<file path="src/rtl/lsagu_pkg.sv">
package lsagu_pkg;
  parameter int DW      = 32;
  parameter int OFF_W   = 12;
  parameter int PC_BIAS = 8;
  localparam int LANES  = DW / 8;
  localparam int LN_W   = $clog2(LANES);

  typedef enum logic [2:0] {
    AM_INDIRECT = 3'd0,
    AM_PRE      = 3'd1,
    AM_PRE_WB   = 3'd2,
    AM_POST     = 3'd3,
    AM_PC_REL   = 3'd4
  } am_e;

  // base +/- zero-extended magnitude, wrapping modulo 2^DW
  function automatic logic [DW-1:0] offset_apply(input logic [DW-1:0] base,
                                                 input logic [OFF_W-1:0] mag,
                                                 input logic up);
    logic [DW-1:0] ext;
    ext = {{(DW-OFF_W){1'b0}}, mag};
    return up ? (base + ext) : (base - ext);
  endfunction

  function automatic logic [LANES-1:0] lane_onehot(input logic [LN_W-1:0] lane);
    logic [LANES-1:0] m;
    m = '0;
    m[lane] = 1'b1;
    return m;
  endfunction
endpackage

</file>
<file path="src/rtl/lsagu_addr_calc.sv">
module lsagu_addr_calc
  import lsagu_pkg::*;
(
  input  logic [2:0]       mode,
  input  logic [DW-1:0]    base,
  input  logic [DW-1:0]    pc,
  input  logic [OFF_W-1:0] mag,
  input  logic             up,
  output logic [DW-1:0]    ea,
  output logic             wb_en,
  output logic [DW-1:0]    wb_val
);
  logic [DW-1:0] base_off;   // base with offset applied
  logic [DW-1:0] pc_anchor;  // pc plus pipeline bias
  logic [DW-1:0] pc_target;

  assign base_off  = offset_apply(base, mag, up);
  assign pc_anchor = pc + DW'(PC_BIAS);
  assign pc_target = offset_apply(pc_anchor, mag, up);

  always_comb begin
    ea     = base;
    wb_en  = 1'b0;
    wb_val = base;
    case (mode)
      AM_PRE: begin
        ea = base_off;
      end
      AM_PRE_WB: begin
        ea     = base_off;
        wb_en  = 1'b1;
        wb_val = base_off;
      end
      AM_POST: begin
        ea     = base;
        wb_en  = 1'b1;
        wb_val = base_off;
      end
      AM_PC_REL: begin
        ea = pc_target;
      end
      default: begin
        ea = base;
      end
    endcase
  end
endmodule

</file>
<file path="src/rtl/lsagu_lane_ctl.sv">
module lsagu_lane_ctl
  import lsagu_pkg::*;
(
  input  logic [LN_W-1:0]  lane,
  input  logic             is_byte,
  input  logic [DW-1:0]    st_data,
  output logic [LANES-1:0] be,
  output logic [DW-1:0]    wdata,
  output logic             misalign
);
  logic word_off_grid;

  assign word_off_grid = !is_byte && (lane != '0);
  assign misalign      = word_off_grid;

  always_comb begin
    if (is_byte) be = lane_onehot(lane);
    else if (word_off_grid) be = '0;
    else be = '1;
  end

  genvar k;
  generate
    for (k = 0; k < LANES; k++) begin : g_lane
      assign wdata[8*k +: 8] = is_byte ? st_data[7:0] : st_data[8*k +: 8];
    end
  endgenerate
endmodule

</file>
<file path="src/rtl/lsagu_load_align.sv">
module lsagu_load_align
  import lsagu_pkg::*;
(
  input  logic [DW-1:0]   rd_word,
  input  logic [LN_W-1:0] lane,
  input  logic            is_byte,
  output logic [DW-1:0]   ld_data
);
  logic [7:0] lane_byte [LANES];
  logic [7:0] picked;

  genvar k;
  generate
    for (k = 0; k < LANES; k++) begin : g_split
      assign lane_byte[k] = rd_word[8*k +: 8];
    end
  endgenerate

  assign picked  = lane_byte[lane];
  assign ld_data = is_byte ? {{(DW-8){1'b0}}, picked} : rd_word;
endmodule

</file>
<file path="src/rtl/lsagu_top.sv">
module lsagu_top
  import lsagu_pkg::*;
(
  input  logic             clk,
  input  logic             rst_n,
  input  logic             req_valid,
  input  logic [2:0]       req_mode,
  input  logic             req_store,
  input  logic             req_byte,
  input  logic [DW-1:0]    base_val,
  input  logic [DW-1:0]    pc_val,
  input  logic [OFF_W-1:0] off_mag,
  input  logic             off_up,
  input  logic [DW-1:0]    st_data,
  input  logic [DW-1:0]    rd_word,
  output logic             rsp_valid,
  output logic [DW-1:0]    mem_addr,
  output logic             wb_en,
  output logic [DW-1:0]    wb_val,
  output logic             mem_we,
  output logic [LANES-1:0] byte_en,
  output logic [DW-1:0]    wr_data,
  output logic             misalign,
  output logic [DW-1:0]    ld_data
);
  logic [DW-1:0]    ea_c;
  logic             wbe_c;
  logic [DW-1:0]    wbv_c;
  logic [LANES-1:0] be_c;
  logic [DW-1:0]    wd_c;
  logic             mis_c;

  lsagu_addr_calc u_calc (
    .mode   (req_mode),
    .base   (base_val),
    .pc     (pc_val),
    .mag    (off_mag),
    .up     (off_up),
    .ea     (ea_c),
    .wb_en  (wbe_c),
    .wb_val (wbv_c)
  );

  lsagu_lane_ctl u_lane (
    .lane     (ea_c[LN_W-1:0]),
    .is_byte  (req_byte),
    .st_data  (st_data),
    .be       (be_c),
    .wdata    (wd_c),
    .misalign (mis_c)
  );

  logic             vld_q, wbe_q, we_q, mis_q, byte_q;
  logic [DW-1:0]    addr_q, wbv_q, wd_q;
  logic [LANES-1:0] be_q;

  always_ff @(posedge clk or negedge rst_n) begin
    if (!rst_n) begin
      vld_q  <= 1'b0;
      wbe_q  <= 1'b0;
      we_q   <= 1'b0;
      mis_q  <= 1'b0;
      byte_q <= 1'b0;
      addr_q <= '0;
      wbv_q  <= '0;
      wd_q   <= '0;
      be_q   <= '0;
    end else begin
      vld_q <= req_valid;
      wbe_q <= req_valid & wbe_c;
      we_q  <= req_valid & req_store & ~mis_c;
      mis_q <= req_valid & mis_c;
      if (req_valid) begin
        byte_q <= req_byte;
        addr_q <= ea_c;
        wbv_q  <= wbv_c;
        wd_q   <= wd_c;
        be_q   <= be_c;
      end
    end
  end

  lsagu_load_align u_align (
    .rd_word (rd_word),
    .lane    (addr_q[LN_W-1:0]),
    .is_byte (byte_q),
    .ld_data (ld_data)
  );

  assign rsp_valid = vld_q;
  assign mem_addr  = addr_q;
  assign wb_en     = wbe_q;
  assign wb_val    = wbv_q;
  assign mem_we    = we_q;
  assign byte_en   = be_q;
  assign wr_data   = wd_q;
  assign misalign  = mis_q;
endmodule

</file>
<file path="config.mk">
export PLATFORM = sky130hd
export DESIGN_NAME = lsagu_top
export DESIGN_NICKNAME = d
export VERILOG_FILES = /design/src/rtl/lsagu_pkg.sv /design/src/rtl/lsagu_addr_calc.sv /design/src/rtl/lsagu_lane_ctl.sv /design/src/rtl/lsagu_load_align.sv /design/src/rtl/lsagu_top.sv
export SDC_FILE = /design/constraint.sdc
export NUM_CORES = 1
export LEC_CHECK = 0
export BUFFER_PORTS_ARGS = -buffer_cell sky130_fd_sc_hd__clkbuf_2
export CAP_MARGIN = 20
export CORE_MARGIN = 5
export CORE_UTILIZATION = 25
export DETAILED_ROUTE_END_ITERATION = 12
export PLACE_DENSITY = 0.52
export SETUP_SLACK_MARGIN = 0.4
export SYNTH_ARGS = -nofsm -noshare
export SYNTH_HDL_FRONTEND = slang
export SYNTH_SLANG_ARGS = --single-unit
</file>
<file path="constraint.sdc">
create_clock -name clk -period 1.6 [get_ports clk]
set_clock_uncertainty 0.1 [all_clocks]
set_input_delay 0.16 -clock clk [delete_from_list [all_inputs] [get_ports clk]]
set_output_delay 0.16 -clock clk [all_outputs]
set_load 0.05 [all_outputs]
</file>
==> results of run 1 <==
==> synthesized netlist by cell type, types with 13 or more instances <==
cell type / count / area (µm²)
nor2_1: 175 / 656.9
a21oi_1: 140 / 700.7
dfrtp_1: 105 / 2628
nand2_1: 97 / 364.1
xnor2_1: 68 / 595.6
clkbuf_1: 51 / 191.4
ha_1: 50 / 625.6
o21ai_0: 48 / 240.2
xor2_1: 44 / 385.4
inv_1: 37 / 138.9
nor2b_1: 34 / 212.7
mux2i_1: 32 / 320.3
a21o_1: 28 / 210.2
a31oi_1: 28 / 175.2
nand3_1: 28 / 140.1
nor3_1: 27 / 135.1
buf_1: 14 / 52.55
mux2_2: 14 / 157.7
a221oi_1: 13 / 113.9
==> worst max-delay path, cell delays in order <==
cell	delay [ns]
clkbuf_16	0.14
inv_12	0.04
ha_4	0.12
or4b_4	0.51
o31ai_4	0.22
xnor2_2	0.17
buf_4	0.16
ha_4	0.20
buf_6	0.12
a21oi_2	0.13
o21ai_2	0.09
a221oi_2	0.34
a31oi_4	0.15
a21o_1	0.21
a31oi_4	0.19
o21ai_4	0.11
a221oi_4	0.31
buf_4	0.18
o21ai_2	0.07
xor2_2	0.16
a221oi_2	0.22
a21oi_1	0.09
==> placed cells by master, fill, tap and decap left out, types with 28 or more instances in the layout <==
cell and count:
dfrtp_1 100, nor2_1 160, xor2_1 28, inv_1 33, buf_8 84, a21oi_1 102, nand2_1 86, clkbuf_2 144
mux2i_1 30, buf_4 410, ha_1 35, buf_6 95, xnor2_1 43, a21o_1 28
==> where the power goes <==
group / leakage, nW / internal (mW) / switching (mW)
clock network: 0.130 / 1.06 / 1.03
registers: 1.19 / 3.00 / 0.325
logic: 7.51 / 4.54 / 4.98
==> registers in the layout, indices dropped and copies added (netlist names) <==
signal,count
wr_data,32
mem_addr,32
wb_val,32
byte_q,1
wb_en,1
misalign,1
mem_we,1
byte_en,4
rsp_valid,1
==> kinds of logic after synthesis <==
family / Yosys count / share of synthesized area (%)
simple gates: 436 / 20.69
compound gates: 381 / 25.26
xor+xnor: 114 / 10.29
buf+inv: 114 / 4.771
flops: 105 / 26.51
fa+ha+maj: 60 / 7.560
mux: 47 / 4.935
==> stage by stage <==
stage          hold slack [ns]  setup TNS [ns]  util [%]
5_1_grt                0.01281         -117.19     49.04
3_5_place_dp           0.04959         -135.76     39.13
4_1_cts              0.0005801         -105.01     46.16
6_report               0.02907         -107.17     49.06
2_1_floorplan          -0.2356          -90.02         -
3_3_place_gp           0.04829         -131.89     39.13
==> area by class of cell <==
cell class | instances | area [µm²] | share of cell area, %
Sequential cell | 105 | 2636 | 13.62
Timing Repair Buffer | 783 | 6968 | 36.00
Tap cell | 525 | 656.9 | 3.394
Multi-Input combinational cell | 1038 | 8648 | 44.68
Clock buffer | 10 | 229.0 | 1.183
Inverter | 39 | 171.4 | 0.8856
Antenna cell | 3 | 7.507 | 0.03878
Clock inverter | 5 | 38.79 | 0.2004
==> timing repair <==
action | 4_1_cts | 5_1_grt
endpoints found under the setup margin | 205 | 205
buffers inserted | 56 | 41
resized for setup | 364 | 334
hold endpoints to repair | 47 | 0
cloned | 3 | 0
hold buffers | 18 | 0
pin swaps | 129 | 98
==> routing by layer <==
layer	share of wire [%]	wire [µm]
met5	0.028	13
met4	2.5	1126
met3	5.9	2686
met2	47	21560
met1	45	20410
==> final timing paths <==
check                                    end  slack [ns]        start
worst max-delay path            mem_addr[27]       -2.37   off_mag[0]
worst min-delay path             wr_data[10]        0.03  st_data[10]
worst max register to register        byte_q        0.38       byte_q
worst min register to register    wr_data[5]        0.44   wr_data[5]
max in group asynchronous        mem_addr[7]        0.63        rst_n
min in group asynchronous         wr_data[0]        0.20        rst_n
==> key figures, run 1 <==
STA
  • Tcrit/Tclk final: 248.2%
  • Minimum clock period: a little under 4 ns
  • Worst-margin pin slew: about 0.49 ns
  • RSZ-0062 raised after global routing: true
  • Max-slew headroom: approximately 67%
  • Fmax: 251.8 MHz
  • Slew Limit Fails: 0
  • Setup violators final: 100
  • Final-report hold violation count: 0
  • PnR worst setup slack: -2.371 ns

Global route
  • GRT busiest layer: met2
  • Largest net degree at the start of global routing: 38
  • Total grt overflow: 0
  • Initial antenna violation count: 3
  • M2 GR Usage: about a third
  • First-pass GRT wire length: 68940 µm
  • Met3 Use GR: under 10%
  • Number of global-route vias before repair: 12120
  • Met1 usage: roughly a quarter
  • Gr usage total: between 10% and 20%

Setup path
  • Crit end category: register
  • FF-to-FF path depth: 3
  • Worst path required time: approximately 1.7 ns
  • Max FO, Critical Path: 4
  • CP arrival: between 4 and 5 ns
  • CP Launch Type: input pin
  • CP Class: input pin to register

CTS
  • Clock tree from TritonCTS: done
  • Clock transition at path regs: 0.08 ns
  • Worst skew pair latency: ~0.34 ns
  • Clock sinks: ~110
  • Deepest clock path buffer count: 2
  • TritonCTS Buffers: 9
  • # H-tree levels: 3
  • Root Buffer: clkbuf_16

Synth
  • Yosys Warn Count: 0
  • Synth Register Bits: 105
  • Post-synthesis sequential area ratio: around a quarter
  • Post-Synthesis Cells: between 1000 and 1500
  • Mean Syn Cell Area: around 7.9 µm²
  • Distinct cells, synth: 83
  • Ys async rst share: 100.0%
  • Ys flop type: dfrtp_1
  • Syn Nets: between 1000 and 1500
  • Post-synth EDFFs: 0
  • Synthesized area: between 9000 and 10000 µm²

Route
  • DRC: 0
  • Drt via density: about 4.8
  • Final ANT Viol Nets: 0
  • DRT iter0 DRCs: around 720
  • Routed wire per std cell: around 18 µm
  • 1st-pass router iterations: 6
  • Vias: 12150
  • Final wirelength: 45790 µm

Die
  • Die H: approximately 210 µm
  • Chip width: 209.1 µm
  • # rows: 73
  • Die ar.: roughly 44000 µm²
  • Initial Utilization: 25.12%
  • Ports: 285
  • Core area: 39460 µm²

Finish
  • # fillers: 3634
  • Share of layout cells above drive strength 1: 54.60%
  • Area Growth Syn to Fin: 95.25%
  • Final cell count without fillers: 2508
  • Final Cell Area: slightly below 20000 µm²
  • Nets: around 2200

Outcome
  • Status: complete, but fails checks
  • Failing checks: negative setup slack

Run
  • Total of max-cap violations: 0

Placement
  • Placed Instances: roughly 2400
  • HPWL Detailed: 36130 µm
  • Placed cell area: ~15000 µm²
  • Worst slack, placed: -2.805 ns
  • IO Port Bufs: roughly 280
  • GPL Wtd Cong: ~0.96

Power and ir drop
  • PwrDens: between 700 and 800 nW/µm²
  • Total Power: 14.94 mW
  • Max VDD drop: roughly 0.45 mV
  • Leak: approximately 9 nW

Worst hold path
  • Hold/Removal Path Class: input pin to register
  • Hold Crit Depth: 3
(Power assumes the default switching activity.)
==> inputs of run 2 (changes only) <==
--- a/config.mk
+++ b/config.mk
@@ -8,9 +8,9 @@
 export BUFFER_PORTS_ARGS = -buffer_cell sky130_fd_sc_hd__clkbuf_2
 export CAP_MARGIN = 20
 export CORE_MARGIN = 5
-export CORE_UTILIZATION = 25
+export CORE_UTILIZATION = 54
 export DETAILED_ROUTE_END_ITERATION = 12
-export PLACE_DENSITY = 0.52
+export PLACE_DENSITY = 0.91
 export SETUP_SLACK_MARGIN = 0.4
 export SYNTH_ARGS = -nofsm -noshare
 export SYNTH_HDL_FRONTEND = slang
==> key figures, run 2 <==
Synth
  • Ys flop type: dfrtp_1 (unchanged)
  • Largest cells by area after synthesis: dfrtp_1 27%, a21oi_1 7.1%, nor2_1 6.6%, ha_1 6.3%, xnor2_1 6.0% (unchanged)
  • Synthesized area: 9913 µm² (unchanged)
  • Cell taking the most area after synthesis: dfrtp_1 (unchanged)
  • Ys async rst share: 100.0% (unchanged)
  • Syn Nets: 1458 (unchanged)
  • Post-synth EDFFs: 0 (unchanged)
  • Distinct cells, synth: 83 (unchanged)
  • Yosys Warn Count: 0 (unchanged)
  • Synth cell count leaders: 175 x nor2_1, 140 x a21oi_1, 105 x dfrtp_1 (unchanged)
  • Post-synthesis sequential area ratio: 26.51% (unchanged)
  • Yosys top cell area share: 26.51% (unchanged)
  • Synth Register Bits: 105 (unchanged)
  • Top-count cell post-synth: nor2_1 (unchanged)
  • Post-Synthesis Cells: 1257 (unchanged)
  • Mean Syn Cell Area: 7.886 µm² (unchanged)

CTS
  • Setup Fix Bufs, Post-CTS: 66 (was 56)
  • Clock sinks: 105 (unchanged)
  • Post_cts resized: 480 (was 364)
  • # H-tree levels: 3 (unchanged)
  • Root Buffer: clkbuf_16 (unchanged)
  • Deepest clock path buffer count: 2 (unchanged)
  • # hold bufs at CTS: 4 (was 18)
  • TritonCTS Buffers: 9 (unchanged)

Die
  • Chip width: 145.5 µm (was 209.1 µm)
  • Ports: 285 (unchanged)
  • Die H: 145.5 µm (was 209.1 µm)
  • # rows: 49 (was 73)
  • Initial Utilization: 55.00% (was 25.12%)

Outcome
  • Error: [ERROR DPL-0038] Utilization greater than 100%, impossible to legalize
  • Status: aborted with a tool error (was complete, but fails checks)
  • Stopped at: clock tree synthesis (4_1_cts)

Placement
  • Placed cell area: 14790 µm² (was 15440 µm²)
  • IO Port Bufs: 284 (unchanged)
  • Placed Instances: 2049 (was 2372)
  • GPL Wtd Cong: 1.071 (was 0.9596)
  • HPWL Detailed: 35740 µm (was 36130 µm)
[run 2: cell counts after synthesis]
No cell type changed its count.
[run 2: cells by family after synthesis]
| kind of cell | share of synthesized area, % |
|---|---|
| xor gates and xnor gates | 10.29 |
| AOI/OAI and AO/OA | 25.26 |
| DFF | 26.51 |
| and+or+nand+nor | 20.69 |
| buffers and inverters | 4.771 |
| adders and majority gates | 7.560 |
| muxes | 4.935 |
[run 2: per-stage QoR]
| step | setup TNS [ns] | util [%] | setup WS [ns] |
|---|---|---|---|
| 2_1_floorplan | -90.02 | - | -2.268 |
| 3_5_place_dp | -135.63 | 82.08 | -2.872 |
| 3_3_place_gp | -125.35 | 82.08 | -2.617 |
==> inputs of run 3 (changes only) <==
--- a/config.mk
+++ b/config.mk
@@ -8,10 +8,9 @@
 export BUFFER_PORTS_ARGS = -buffer_cell sky130_fd_sc_hd__clkbuf_2
 export CAP_MARGIN = 20
 export CORE_MARGIN = 5
-export CORE_UTILIZATION = 54
+export CORE_UTILIZATION = 40
 export DETAILED_ROUTE_END_ITERATION = 12
-export PLACE_DENSITY = 0.91
-export SETUP_SLACK_MARGIN = 0.4
+export PLACE_DENSITY_LB_ADDON = 0.15
 export SYNTH_ARGS = -nofsm -noshare
 export SYNTH_HDL_FRONTEND = slang
 export SYNTH_SLANG_ARGS = --single-unit
==> key figures, run 3 (synthesized netlist as in run 1, its figures left out) <==
Outcome
  • Status: complete, but fails checks (was aborted with a tool error)
  • Failing checks: negative setup slack

Power and ir drop
  • Max VDD drop: ~0.60 mV
  • Leak: 8.256 nW
  • PwrDens: roughly 800 nW/µm²

CTS
  • Worst skew pair latency: 0.34 ns
  • Clock transition at path regs: approximately 0.080 ns
  • Deepest clock path buffer count: 2 (unchanged)
  • Clock tree from TritonCTS: done
  • # H-tree levels: 3 (unchanged)
  • TritonCTS Buffers: 9 (unchanged)
  • Clock sinks: 105 (unchanged)
  • Root Buffer: clkbuf_16 (unchanged)

Worst hold path
  • WHS Endpoint: wr_data[20]
  • Hold Crit Depth: 3
  • Hold_sp: st_data[20]
  • Hold/Removal Path Class: input pin to register

Die
  • Core area: 24390 µm²
  • Initial Utilization: 40.64% (was 55.00%)
  • Die ar.: around 28000 µm²
  • Chip width: 167.4 µm (was 145.5 µm)
  • # rows: 57 (was 49)
  • Die H: 167.4 µm (was 145.5 µm)
  • Ports: 285 (unchanged)

Route
  • 1st-pass router iterations: 6
  • Routed wire per std cell: a little under 20 µm
  • Final ANT Viol Nets: 0
  • Drt via density: 5.481
  • DRC: 0
  • Final wirelength: 44600 µm
  • Vias: roughly 12000
  • DRT iter0 DRCs: 906

Setup path
  • Worst path required time: 1.75 ns
  • CP Class: input pin to register
  • Most used cell, CP: buf_6
  • Crit end category: register
  • Cell breakdown of the critical path: clkbuf_16 -> buf_6 -> nor3_4 -> nand2_2 -> buf_6 -> o31ai_4 -> xnor2_2 -> buf_4 -> ha_1 -> or2_2 -> a31oi_1 -> a21o_1 -> o211ai_1 -> a21oi_1 -> o21ai_2 -> a211oi_4 -> xor2_2 -> o21ai_1 -> o32a_1
  • RR Startpoint: byte_q
  • Worst R2R End: byte_q
  • FF-to-FF path depth: 2
  • Max FO, Critical Path: 5
  • Critical path's largest stage delay: ~0.40 ns
  • CP Launch Type: input pin
  • CP max-delay cell: a211oi_4
  • R2r setup slk: just under 0.5 ns
  • CP arrival: ~4 ns

Placement
  • GPL Wtd Cong: 0.9365 (was 1.071)
  • IO Port Bufs: 284 (unchanged)
  • HPWL Detailed: 32760 µm (was 35740 µm)

Finish
  • Ant diodes: 0
  • Nets: 2117
  • Most common library cell in the layout ignoring fill and taps: buf_4
  • Share of layout cells above drive strength 1: between 50% and 60%
  • Most frequent cells in the layout: 368 x buf_4, 248 x clkbuf_2, 148 x nor2_1
  • Area Growth Syn to Fin: 80.54%

STA
  • Fmax: 256.4 MHz
  • Minimum clock period: roughly 3.9 ns
  • Setup_tns: -108.23 ns
  • Max-slew headroom: 60.08%
  • Worst-margin pin slew: roughly 0.59 ns
  • Tcrit/Tclk final: 243.8%
  • Worst Hold Slack: between 0.01 and 0.015 ns
  • Final-report hold violation count: 0
  • Slew Limit Fails: 0
  • Setup violators final: 95
  • PnR worst setup slack: -2.300 ns
  • RSZ-0062 raised after global routing: true

Global route
  • Largest net degree at the start of global routing: 48
  • Number of global-route vias before repair: roughly 12000
  • First-pass GRT wire length: roughly 68000 µm
  • Gr usage total: between 20 and 30%
  • Total grt overflow: 0
  • Initial antenna violation count: 0

Run
  • Total of max-cap violations: 0
-- run 3: worst max path at each step --
stage | startpoint | to | depth (start not counted)
5_1_grt | off_mag[1] | mem_addr[22] | 19
3_3_place_gp | off_mag[0] | wb_val[29] | 20
3_5_place_dp | off_mag[1] | wb_val[29] | 20
2_1_floorplan | off_mag[0] | wb_val[29] | 18
6_report | off_mag[1] | mem_addr[22] | 19
4_1_cts | off_mag[0] | mem_addr[29] | 22
-- run 3: layer usage --
metal / global-route usage, % / share of wire (%) / vias to the layer above
met1: 38.53 / 42 / 5849
met5: 0 / 0 / -
met4: 9.210 / 3.2 / 0
li1: - / - / 5841
met2: 50.50 / 48 / 528
met3: 4.691 / 6.8 / 87
-- run 3: per-stage QoR --
stage	std cells	setup WS, ns	util (%)	cell area [µm²]	total power, mW
after floorplan	1257	-2.268	-	10400	7.454
after global placement	2159	-2.662	60.78	14830	10.17
after detailed placement	2159	-2.741	60.78	14830	10.25
after CTS	2226	-2.204	70.17	17120	13.70
after global routing	2245	-2.485	73.38	17900	15.04
final	2245	-2.300	73.38	17900	14.39
-- run 3: repair_timing --
item,in CTS,in global routing
setup endpoints to repair,100,98
gates cloned,2,0
gates resized for setup,303,159
buffers inserted,47,38
pin swaps,115,153
endpoints found under the hold margin,112,0
hold buffers,8,0
-- run 3: area by class of cell --
class	count	area, µm²
Clock inverter	7	85.08
Sequential cell	105	2630
Inverter	39	171.4
Multi-Input combinational cell	1038	8885
Fill cell	1796	6494
Clock buffer	9	225.2
Timing Repair Buffer	723	5495
Tap cell	324	405.4
-- run 3: power by group --
part	total, mW	internal [mW]	switching [mW]
Combinational	8.92	3.80	5.12
Sequential	3.23	2.99	0.232
Clock	2.24	1.11	1.13
-- run 3: worst max-delay path, delay by kind of cell --
kind	cells	cell delay [ns]
xor+xnor	2	0.42
simple gates	3	0.62
fa+ha+maj	1	0.26
buf+inv	4	0.58
compound gates	9	2.00
==> inputs of run 4 (changes only) <==
--- a/config.mk
+++ b/config.mk
@@ -8,7 +8,7 @@
 export BUFFER_PORTS_ARGS = -buffer_cell sky130_fd_sc_hd__clkbuf_2
 export CAP_MARGIN = 20
 export CORE_MARGIN = 5
-export CORE_UTILIZATION = 40
+export CORE_UTILIZATION = 54
 export DETAILED_ROUTE_END_ITERATION = 12
 export PLACE_DENSITY_LB_ADDON = 0.15
 export SYNTH_ARGS = -nofsm -noshare
==> key figures, run 4 <==
Synth
  • Largest cells by area after synthesis: dfrtp_1 27%, a21oi_1 7.1%, nor2_1 6.6%, ha_1 6.3%, xnor2_1 6.0% (unchanged)
  • Post-synthesis sequential area ratio: 26.51% (unchanged)
  • Yosys top cell area share: 26.51% (unchanged)
  • Mean Syn Cell Area: 7.886 µm² (unchanged)
  • Ys async rst share: 100.0% (unchanged)
  • Synthesized area: 9913 µm² (unchanged)
  • Synth cell count leaders: 175 x nor2_1, 140 x a21oi_1, 105 x dfrtp_1 (unchanged)
  • Post-Synthesis Cells: 1257 (unchanged)
  • Ys flop type: dfrtp_1 (unchanged)
  • Post-synth EDFFs: 0 (unchanged)
  • Top-count cell post-synth: nor2_1 (unchanged)
  • Synth Register Bits: 105 (unchanged)
  • Yosys Warn Count: 0 (unchanged)
  • Distinct cells, synth: 83 (unchanged)
  • Syn Nets: 1458 (unchanged)
  • Cell taking the most area after synthesis: dfrtp_1 (unchanged)

Die
  • Chip width: 145.5 µm (was 167.4 µm)
  • Die H: 145.5 µm (was 167.4 µm)
  • Initial Utilization: 55.00% (was 40.64%)
  • Ports: 285 (unchanged)
  • # rows: 49 (was 57)

STA
  • GR repair worst EP: mem_addr[22]$_DFFE_PN0P_/D
  • Worst endpoint pin kind: register input

Outcome
  • Stopped at: global routing (5_1_grt)
  • Error: [ERROR DPL-0038] Utilization greater than 100%, impossible to legalize
  • Status: aborted with a tool error (was complete, but fails checks)

CTS
  • # H-tree levels: 3 (unchanged)
  • Deepest clock path buffer count: 2 (unchanged)
  • TritonCTS Buffers: 9 (unchanged)
  • Clock sinks: 105 (unchanged)
  • Root Buffer: clkbuf_16 (unchanged)

Placement
  • Placed Instances: 2074 (was 2159)
  • HPWL Detailed: 33640 µm (was 32760 µm)
  • IO Port Bufs: 284 (unchanged)
  • GPL Wtd Cong: 0.9780 (was 0.9365)

Global route
  • Largest net degree at the start of global routing: between 50 and 60
[run 4: cell counts after synthesis]
Identical to the previous run, type by type.
[run 4: what timing repair did]
action                                 4_1_cts
setup buffers                               46
cloned                                       2
hold buffers                                 4
endpoints found under the hold margin       81
pin swaps                                  104
gates resized for setup                    287
setup endpoints to repair                  101
[run 4: kinds of logic after synthesis]
group | after synthesis | synth area share [%]
simple gates | 436 | 20.69
compound gates | 381 | 25.26
xor+xnor | 114 | 10.29
buf+inv | 114 | 4.771
flops | 105 | 26.51
fa+ha+maj | 60 | 7.560
mux | 47 | 4.935
[run 4: per-stage QoR]
step | setup WS [ns] | hold slack, ns | TNS (ns) | util (%) | instance area, µm²
4_1_cts | -2.191 | 0.0005893 | -99.85 | 94.39 | 17010
3_5_place_dp | -2.792 | 0.01348 | -130.59 | 81.94 | 14770
3_3_place_gp | -2.604 | 0.007676 | -126.75 | 81.94 | 14770
2_1_floorplan | -2.268 | -0.2356 | -90.24 | - | 10400
